<file path="config.mk">
export PLATFORM = sky130hd
export DESIGN_NAME = mcw_inport
export DESIGN_NICKNAME = d
export VERILOG_FILES = /design/src/rtl/mcw_pkg.sv /design/src/rtl/mcw_fifo.sv /design/src/rtl/mcw_route.sv /design/src/rtl/mcw_lane.sv /design/src/rtl/mcw_inport.sv
export SDC_FILE = /design/constraint.sdc
export NUM_CORES = 1
export LEC_CHECK = 0
export ABC_AREA = 1
export BUFFER_PORTS_ARGS = -buffer_cell sky130_fd_sc_hd__buf_2
export CAP_MARGIN = 20
export CORE_MARGIN = 2
export CORE_UTILIZATION = 30
export CTS_BUF_LIST = sky130_fd_sc_hd__clkbuf_4 sky130_fd_sc_hd__clkbuf_8
export DETAILED_ROUTE_END_ITERATION = 8
export GPL_ROUTABILITY_DRIVEN = 0
export REMOVE_ABC_BUFFERS = 1
export SKIP_LAST_GASP = 1
export SLEW_MARGIN = 10
export SYNTH_ARGS = -nofsm -noshare
export SYNTH_HDL_FRONTEND = slang
export SYNTH_SLANG_ARGS = --single-unit
</file>
<file path="constraint.sdc">
create_clock -name clk -period 3.75 [get_ports clk]
set_clock_uncertainty 0.2 [all_clocks]
set_input_delay 0.1875 -clock clk [delete_from_list [all_inputs] [get_ports clk]]
set_output_delay 0.1875 -clock clk [all_outputs]
set_load 0.05 [all_outputs]
</file>
<file path="src/rtl/mcw_pkg.sv">
package mcw_pkg;
  localparam int NUM_CLS  = 4;
  localparam int NUM_PORT = 5;

  localparam logic [1:0] FT_IDLE = 2'b00;
  localparam logic [1:0] FT_HEAD = 2'b01;
  localparam logic [1:0] FT_BODY = 2'b10;
  localparam logic [1:0] FT_TAIL = 2'b11;

  localparam int P_LOCAL = 0;
  localparam int P_NORTH = 1;
  localparam int P_SOUTH = 2;
  localparam int P_EAST  = 3;
  localparam int P_WEST  = 4;

  // X resolved first, then Y, local when both are zero
  function automatic logic [NUM_PORT-1:0] dor_pick(input logic [3:0] dx, input logic [3:0] dy);
    logic [NUM_PORT-1:0] r;
    r = '0;
    if (dx != 4'd0)      r[dx[3] ? P_WEST : P_EAST] = 1'b1;
    else if (dy != 4'd0) r[dy[3] ? P_SOUTH : P_NORTH] = 1'b1;
    else                 r[P_LOCAL] = 1'b1;
    return r;
  endfunction

  // one hop nearer to zero for a signed 4-bit offset
  function automatic logic [3:0] toward_zero(input logic [3:0] v);
    if (v == 4'd0) return v;
    return v[3] ? v + 4'd1 : v - 4'd1;
  endfunction
endpackage

</file>
<file path="src/rtl/mcw_fifo.sv">
module mcw_fifo #(
  parameter int W     = 20,
  parameter int DEPTH = 4
) (
  input  logic         clk,
  input  logic         rst_n,
  input  logic         push,
  input  logic [W-1:0] wdata,
  input  logic         pop,
  output logic [W-1:0] rdata,
  output logic         empty,
  output logic         full
);
  localparam int AW = (DEPTH > 1) ? $clog2(DEPTH) : 1;
  localparam int CW = $clog2(DEPTH + 1);

  logic [W-1:0]  mem [DEPTH];
  logic [AW-1:0] wr_ptr, rd_ptr;
  logic [CW-1:0] level;
  logic          do_push, do_pop;

  assign empty   = (level == '0);
  assign full    = (level == CW'(DEPTH));
  assign do_push = push && !full;
  assign do_pop  = pop && !empty;
  assign rdata   = mem[rd_ptr];

  function automatic logic [AW-1:0] wrap_inc(input logic [AW-1:0] p);
    return (p == AW'(DEPTH - 1)) ? '0 : p + AW'(1);
  endfunction

  always_ff @(posedge clk) begin
    if (!rst_n) begin
      wr_ptr <= '0;
      rd_ptr <= '0;
      level  <= '0;
    end else begin
      if (do_push) begin
        mem[wr_ptr] <= wdata;
        wr_ptr      <= wrap_inc(wr_ptr);
      end
      if (do_pop) rd_ptr <= wrap_inc(rd_ptr);
      if (do_push && !do_pop)      level <= level + CW'(1);
      else if (do_pop && !do_push) level <= level - CW'(1);
    end
  end

  // credits upstream must never let a full buffer be written
  assert_no_overflow_R3: assert property (@(posedge clk) disable iff (!rst_n)
    push |-> !full);

  // a lone accepted write makes the buffer non-empty next cycle
  assert_write_lands_R2: assert property (@(posedge clk) disable iff (!rst_n)
    (push && !pop) |=> !empty);
endmodule

</file>
<file path="src/rtl/mcw_route.sv">
module mcw_route
  import mcw_pkg::*;
#(
  parameter int PAY_W = 16
) (
  input  logic [PAY_W-1:0]    pay_in,
  output logic [NUM_PORT-1:0] dir,
  output logic [PAY_W-1:0]    pay_out
);
  logic [3:0] dx, dy;

  assign dx  = pay_in[3:0];
  assign dy  = pay_in[7:4];
  assign dir = dor_pick(dx, dy);

  always_comb begin
    pay_out = pay_in;
    if (dx != 4'd0)      pay_out[3:0] = toward_zero(dx);
    else if (dy != 4'd0) pay_out[7:4] = toward_zero(dy);
  end
endmodule

</file>
<file path="src/rtl/mcw_lane.sv">
module mcw_lane
  import mcw_pkg::*;
#(
  parameter int FLIT_W = 20,
  parameter int DEPTH  = 4
) (
  input  logic                clk,
  input  logic                rst_n,
  input  logic                push,
  input  logic [FLIT_W-1:0]   push_flit,
  input  logic                pop,
  output logic                req,
  output logic [NUM_PORT-1:0] req_port,
  output logic [FLIT_W-1:0]   req_flit,
  output logic                credit
);
  localparam int PAY_W = FLIT_W - 4;

  logic [FLIT_W-1:0]   hol;
  logic                empty, full;
  logic [1:0]          hol_type;
  logic                hol_head;
  logic [NUM_PORT-1:0] calc_port, held_port;
  logic [PAY_W-1:0]    next_pay;
  logic                route_live;
  logic                taken;

  mcw_fifo #(.W(FLIT_W), .DEPTH(DEPTH)) u_fifo (
    .clk(clk), .rst_n(rst_n), .push(push), .wdata(push_flit),
    .pop(taken), .rdata(hol), .empty(empty), .full(full)
  );

  mcw_route #(.PAY_W(PAY_W)) u_route (
    .pay_in(hol[PAY_W-1:0]), .dir(calc_port), .pay_out(next_pay)
  );

  assign hol_type = hol[FLIT_W-1 -: 2];
  assign hol_head = (hol_type == FT_HEAD);
  assign req      = !empty;
  assign taken    = pop && req;
  assign req_port = hol_head ? calc_port : held_port;
  assign req_flit = hol_head ? {hol[FLIT_W-1 -: 4], next_pay} : hol;

  always_ff @(posedge clk) begin
    if (!rst_n) begin
      held_port  <= '0;
      route_live <= 1'b0;
      credit     <= 1'b0;
    end else begin
      credit <= taken;
      if (taken && hol_head) begin
        held_port  <= calc_port;
        route_live <= 1'b1;
      end else if (taken && hol_type == FT_TAIL) begin
        route_live <= 1'b0;
      end
    end
  end

  // every offered flit names exactly one output
  assert_route_onehot_R4: assert property (@(posedge clk) disable iff (!rst_n)
    (req && hol_type != FT_IDLE) |-> ($countones(req_port) == 1));

  // body and tail only appear while a head route is latched
  assert_body_has_route_R5: assert property (@(posedge clk) disable iff (!rst_n)
    (req && !hol_head) |-> route_live);

  // the FIFO never stores an idle flit
  assert_no_idle_stored_R2: assert property (@(posedge clk) disable iff (!rst_n)
    req |-> (hol_type != FT_IDLE));
endmodule

</file>
<file path="src/rtl/mcw_inport.sv">
module mcw_inport
  import mcw_pkg::*;
#(
  parameter int FLIT_W = 20,
  parameter int DEPTH  = 4
) (
  input  logic                           clk,
  input  logic                           rst_n,
  input  logic [FLIT_W-1:0]              in_flit,
  input  logic [NUM_CLS-1:0]             pop,
  output logic [NUM_CLS-1:0]             req,
  output logic [NUM_CLS*NUM_PORT-1:0]    req_port,
  output logic [NUM_CLS*FLIT_W-1:0]      req_flit,
  output logic [NUM_CLS-1:0]             credit
);
  logic [1:0]         in_type;
  logic [1:0]         in_cls;
  logic [NUM_CLS-1:0] push_vec;

  assign in_type = in_flit[FLIT_W-1 -: 2];
  assign in_cls  = in_flit[FLIT_W-3 -: 2];

  for (genvar c = 0; c < NUM_CLS; c++) begin : g_lane
    assign push_vec[c] = (in_type != FT_IDLE) && (in_cls == 2'(c));

    mcw_lane #(.FLIT_W(FLIT_W), .DEPTH(DEPTH)) u_lane (
      .clk(clk), .rst_n(rst_n),
      .push(push_vec[c]), .push_flit(in_flit),
      .pop(pop[c]),
      .req(req[c]),
      .req_port(req_port[c*NUM_PORT +: NUM_PORT]),
      .req_flit(req_flit[c*FLIT_W +: FLIT_W]),
      .credit(credit[c])
    );
  end

  // one arriving flit lands in at most one class buffer
  assert_single_class_R2: assert property (@(posedge clk) disable iff (!rst_n)
    $countones(push_vec) <= 1);

  // a credit is only returned after a pop on a class that had a flit
  assert_credit_after_pop_R7: assert property (@(posedge clk) disable iff (!rst_n)
    (credit != '0) |-> ($past(pop & req) == credit));
endmodule

</file>
# Word-level counts from Yosys, hierarchy flattened

Memories as Yosys holds them, arrays and structs flattened. A register that Yosys moved wholly into a read port is not among the register bits.
Index checks and enable logic that the tools add are counted.

$add $sub $neg: 32
Order comparisons: 16
Equality and inequality tests: 19
Muxes and demuxes: 136
Reduce and logical (&&, ||, !) cells: 78

Operator list:

| cell                                                | number |
|---|---|
| two-way mux 4 bit                                   | 40 |
| two-way mux 1 bit                                   | 44 |
| two-way mux 2 bit                                   | 20 |
| two-way mux 5 bit                                   | 8 |
| logical AND 1 bit                                   | 36 |
| two-way mux 3 bit                                   | 12 |
| adder 4 x 1 -> 4 bit, second input constant         | 8 |
| zero test 4 bit                                     | 8 |
| two-way mux 8 bit                                   | 4 |
| nonzero test 4 bit                                  | 8 |
| subtractor 4 x 1 -> 4 bit, second input constant    | 8 |
| demux 1 bit (select 3 bit)                          | 8 |
| equality test 2 bit, second input constant          | 10 |
| adder 2 x 1 -> 2 bit, second input constant         | 8 |
| zero test 1 bit                                     | 16 |
| < comparator 2 x 4 -> 1 bit, second input constant  | 4 |
| < comparator 3 x 4 -> 1 bit, second input constant  | 4 |
| adder 3 x 1 -> 3 bit, second input constant         | 4 |
| equality test 3 bit, second input constant          | 4 |
| >= comparator 3 x 1 -> 1 bit, second input constant | 4 |
| zero test 3 bit                                     | 4 |
| subtractor 3 x 1 -> 3 bit, second input constant    | 4 |
| equality test 2 x 1 -> 1 bit, second input constant | 5 |
| nonzero test 2 bit                                  | 5 |
| 2 further kinds                                     | 5 |

Register bits after elaboration: 52
RAM bits: 320
Memories: 4

Memory list:

| memory                      | depth | bits a word | read ports | clocked after memory_dff | write ports | line           | source |
|---|---|---|---|---|---|---|---|
| g_lane[0].u_lane.u_fifo.mem | 4     | 20          | 1          | 1                        | 1           | mcw_fifo.sv:17 | `logic [W-1:0] mem [DEPTH];` |
| g_lane[1].u_lane.u_fifo.mem | 4     | 20          | 1          | 1                        | 1           | mcw_fifo.sv:17 |  |
| g_lane[2].u_lane.u_fifo.mem | 4     | 20          | 1          | 1                        | 1           | mcw_fifo.sv:17 |  |
| g_lane[3].u_lane.u_fifo.mem | 4     | 20          | 1          | 1                        | 1           | mcw_fifo.sv:17 |  |

# Depth between registers and ports, before layout

Word-level depth: 8
Gate-level depth with buffers: 13

# Cells and area by module

From an unflattened synthesis, not the netlist that was laid out.

Cell total of the unflattened synthesis: 1,739
Area, all modules: 17,698.2 µm²

By module, submodules not included:

| module                                   | times used | cells an instance | area an instance (µm²) | seq. area each (µm²) |
|---|---|---|---|---|
| mcw_fifo                                 | 4          | 267               | 3,447.1                | 2,582.5 |
| mcw_lane                                 | 4          | 104               | 551.8                  | 120.1 |
| mcw_route (g_lane[1].u_lane.u_route ...) | 3          | 61                | 414.1                  | 0.0 |
| mcw_route (g_lane[0].u_lane.u_route)     | 1          | 61                | 411.6                  | 0.0 |
| mcw_inport                               | 1          | 11                | 48.8                   | 0.0 |

# Worst setup path before layout

No wires, ideal clock.

Path kind: register to register
Start point: register g_lane[0].u_lane.u_fifo.level[0]
End point: memory g_lane[0].u_lane.u_fifo.mem[0][0] (enable)
Library setup time: 0.427 ns
Data arrival time: 2.265 ns
Required time: 3.123 ns
Setup slack: 0.858 ns
Stages on the path, launching flop included: 5
Period minus slack after synthesis: 2.892 ns
Path through: dfxtp_1 nor2_1 nand2_1 nand3_1 nor3b_1

Longest elaborated chain between the ends: 6

RTL lines:

| element                                 | line           | source |
|---|---|---|
| start: declaration                      | mcw_fifo.sv:19 | `logic [CW-1:0] level;` |
| start signal: assignment                | mcw_fifo.sv:43 | `if (do_push && !do_pop) level <= level + CW'(1);` |
| start signal: assignment                | mcw_fifo.sv:44 | `else if (do_pop && !do_push) level <= level - CW'(1);` |
| equality test 3 bit                     | mcw_fifo.sv:23 | `assign full = (level == CW'(DEPTH));` |
| zero test 1 bit                         | mcw_fifo.sv:24 | `assign do_push = push && !full;` |
| logical AND 1 bit                       | mcw_fifo.sv:24 |  |
| two-way mux 1 bit                       | mcw_fifo.sv:38 | `if (do_push) begin` |
| two-way mux 1 bit                       | mcw_fifo.sv:33 | `if (!rst_n) begin` |
| two-way mux 1 bit (implied by the code) | mcw_fifo.sv:39 | `mem[wr_ptr] <= wdata;` |
| end: declaration                        | mcw_fifo.sv:17 |  |

Every way passes these cells.

==> impl_results.md <==
* Post-synth EDFFs at 320
* Ys flop type: edfxtp_1
* Total CTS buffers at 67
* Syn avg cell area at 10.99 µm²
* GRT Overall Usage at 0.1499
* Average wire per standard cell at 17.45 µm
* CP endpoint kind: output port
* Vias in the first global route at 11171
* Tightest Pin Transition at 0.7807 ns
* CP Cell Sequence: inv_2, a21oi_1, o21ai_0, nand2_1, inv_1, ha_1, nand2_1, nor2_2, nand3_1, o21ai_1, buf_2
* Largest area contributor in the netlist: edfxtp_1
* # DRC at 0
* Remaining global-route overflow at 0
* WS Path Type: flop to output port
* Place WS at 0.7810 ns
* Synth area leaders: edfxtp_1 58%, dfxtp_1 7.2%, nand2_1 7.0%
* DIE AREA at 0.05715 mm²
* Max Cap Viol at 0
* FFs w/ async S/R, synth at 0
* Core Area at 0.05488 mm²
* Synth Register Bits at 380
* Rel. slew slack at 0.4789
* Final cell count without fillers at 2462
* CP top delay family: buffers and inverters
* Antenna violations before repair at 1
* Placed cell area at 0.01807 mm²
* Final ANT Viol Nets at 0
* P&R area growth vs syn at 19.01%
* Setup-failing EPs final at 0
* Fin crit period at 3.415 ns
* Worst setup margin at 0.3347 ns
* Synth top area share at 0.5797
* Commonest cells post-synth: 320 x edfxtp_1, 310 x nand2_1, 132 x o21ai_0, 131 x inv_1, 130 x nor2_1
* Finished Cell Area at 0.01973 mm²
* I/O pins at 134
* Post-Route WL at 42.97 mm
* Share of cells above drive strength 1 at 0.1972
* Worst path required time at 3.36 ns
* Critical path buffer and inverter count at 3
* Post-synthesis sequential area ratio at 0.6521
* TritonCTS clock tree: built
* First DRT Iteration DRCs at 823
* Initial core utilization at 0.3021
* PD cells at 840.9 mW/mm²
* Ys Warns at 0
* # nets final at 1791
* First-pass GRT wire length at 64.88 mm
* Status: completed
* Cell with the most instances after synthesis: edfxtp_1
* # rows at 86
* Synth cell types at 31
* Crit path max fanout at 39
* Number of H-tree levels at 3
* Slew Limit Fails at 0
* Slowest stage delay, CP at 0.49 ns
* Crit path launch type: flop
* CP dominant cell by count: nand2_1
* Synth Cell Area at 0.01658 mm²
* Hold Path Class: primary input to flop
* Fillers at 5382
* Clk root buf: clkbuf_8
* Syn Inst Count at 1509
* Largest net degree at the start of global routing at 42
* Crit share post-route at 0.9108
* Total Neg Setup Slack at 0 ns
* RSZ-0062 raised after global routing: no
* Die width at 239.1 µm
* Placed cells at 2313
* Max rail drop VDD at 0.4565 mV
* Total clock sinks at 380
* First-pass DRT Iterations at 5
* Buffers added on ports at 133
* CP Data Arrival Time at 3.03 ns
* Worst-path clk slew at 0.06 ns
* Endpoints failing hold at 0
* Vias at 11340
* Die H at 239.1 µm
* Fmax at 292.8 MHz
* Vias per cell at 4.606
* Crit-path slowest cell: inv_2
* Clock Latency Late Sink at 0.62 ns
* Leakage at 7.804 nW
* DP HPWL at 26.56 mm
* Clock tree buffer depth at 3
flip-flops by register name, summed over array words and instances, names as in the netlist, named ones only:
register                     flops
g_lane.u_lane.u_fifo.mem       320
g_lane.u_lane.credit             4
g_lane.u_lane.held_port         20
g_lane.u_lane.u_fifo.level      12
g_lane.u_lane.u_fifo.wr_ptr      8
g_lane.u_lane.u_fifo.rd_ptr      8
layout make-up:
| class | count | area [µm²] | share of cell area |
|---|---|---|---|
| clock inverters | 23 | 186.4 | 0.009450 |
| repair inverters | 1 | 5.005 | 0.0002537 |
| inverters | 147 | 558.0 | 0.02829 |
| repair buffers | 192 | 1171 | 0.05936 |
| flip-flops and latches | 380 | 10810 | 0.5479 |
| well taps | 704 | 880.8 | 0.04465 |
| clock buffers | 96 | 1196 | 0.06063 |
| diodes | 3 | 7.507 | 0.0003805 |
| multi-input cells | 916 | 4913 | 0.2490 |
timing repair:
item / in CTS / in global routing
hold buffers: 25 / 0
setup buffers: 0 / 1
hold endpoints to repair: 352 / 0
resized for setup: 0 / 3
endpoints found under the setup margin: 0 / 9
report_power, final:
group,internal [mW],switching (mW),total (mW)
logic,1.84,5.80,7.64
registers,4.85,0.141,4.99
clock network,2.26,1.70,3.96
total,8.95,7.64,16.6
stage by stage:
stage | hold slack [ns] | total power, mW | util
3_3_place_gp | 0.2672 | 12.58 | 0.3293
4_1_cts | 0.1664 | 16.79 | 0.3590
6_report | 0.2196 | 16.59 | 0.3595
5_1_grt | 0.2084 | 17.67 | 0.3594
3_5_place_dp | 0.2793 | 12.75 | 0.3293
2_1_floorplan | 0.08637 | 10.71 | -
routing by layer:
layer / vias to the layer above / global-route usage / part of all wire
li1: 5554 / - / -
met1: 5465 / 0.1937 / 0.44
met2: 274 / 0.2491 / 0.48
met5: - / 0 / 0
met3: 47 / 0.02921 / 0.055
met4: 0 / 0.05549 / 0.019
final timing paths:
| kind | cells after the start | endpoint | from | slack [ns] |
|---|---|---|---|---|
| worst max-delay path | 11 | req_port[11] | flop | 0.33 |
| worst min-delay path | 2 | g_lane[1].u_lane.u_fifo.mem[1][18] | in_flit[18] | 0.22 |
| worst max register to register | 5 | g_lane[1].u_lane.u_fifo.mem[1][7] | g_lane[1].u_lane.u_fifo.level[0] | 1.28 |
| worst min register to register | 2 | g_lane[2].u_lane.u_fifo.level[1] | g_lane[2].u_lane.u_fifo.level[1] | 0.29 |
cell usage in the layout, fill, tap and decap left out, types with 4 or more instances in the layout:
cell type / netlist / routed
o211a_1: 4 / 4
nand3_2: 8 / 8
dlygate4sd3_1: 0 / 25
buf_2: 21 / 133
o21ai_0: 132 / 132
clkbuf_8: 0 / 76
nand2_2: 18 / 18
nand3b_1: 4 / 4
nand2_1: 310 / 310
a21oi_1: 58 / 58
clkinv_1: 0 / 7
xor2_1: 7 / 7
nor2_1: 130 / 130
xnor2_1: 4 / 4
a32oi_1: 4 / 4
nor3b_2: 0 / 8
clkbuf_4: 0 / 20
nand3_1: 83 / 83
nor2_4: 5 / 5
ha_1: 48 / 48
dfxtp_1: 60 / 60
o21ai_1: 30 / 30
inv_1: 131 / 130
buf_4: 12 / 34
clkinv_2: 0 / 11
inv_2: 16 / 15
o22ai_1: 40 / 40
or2_2: 4 / 4
fa_1: 12 / 12
edfxtp_1: 320 / 320
kinds of logic (layout without fill, tap and decap cells):
logic type | after synthesis | after routing | synth area share
xor+xnor | 11 | 11 | 0.005812
compound gates | 269 | 269 | 0.08650
fa+ha+maj | 60 | 60 | 0.05072
simple gates | 576 | 576 | 0.1510
other cells | 0 | 3 | 0
buf+inv | 213 | 459 | 0.05389
flops | 380 | 380 | 0.6521
Note: power is estimated with default switching activity, not from simulation.
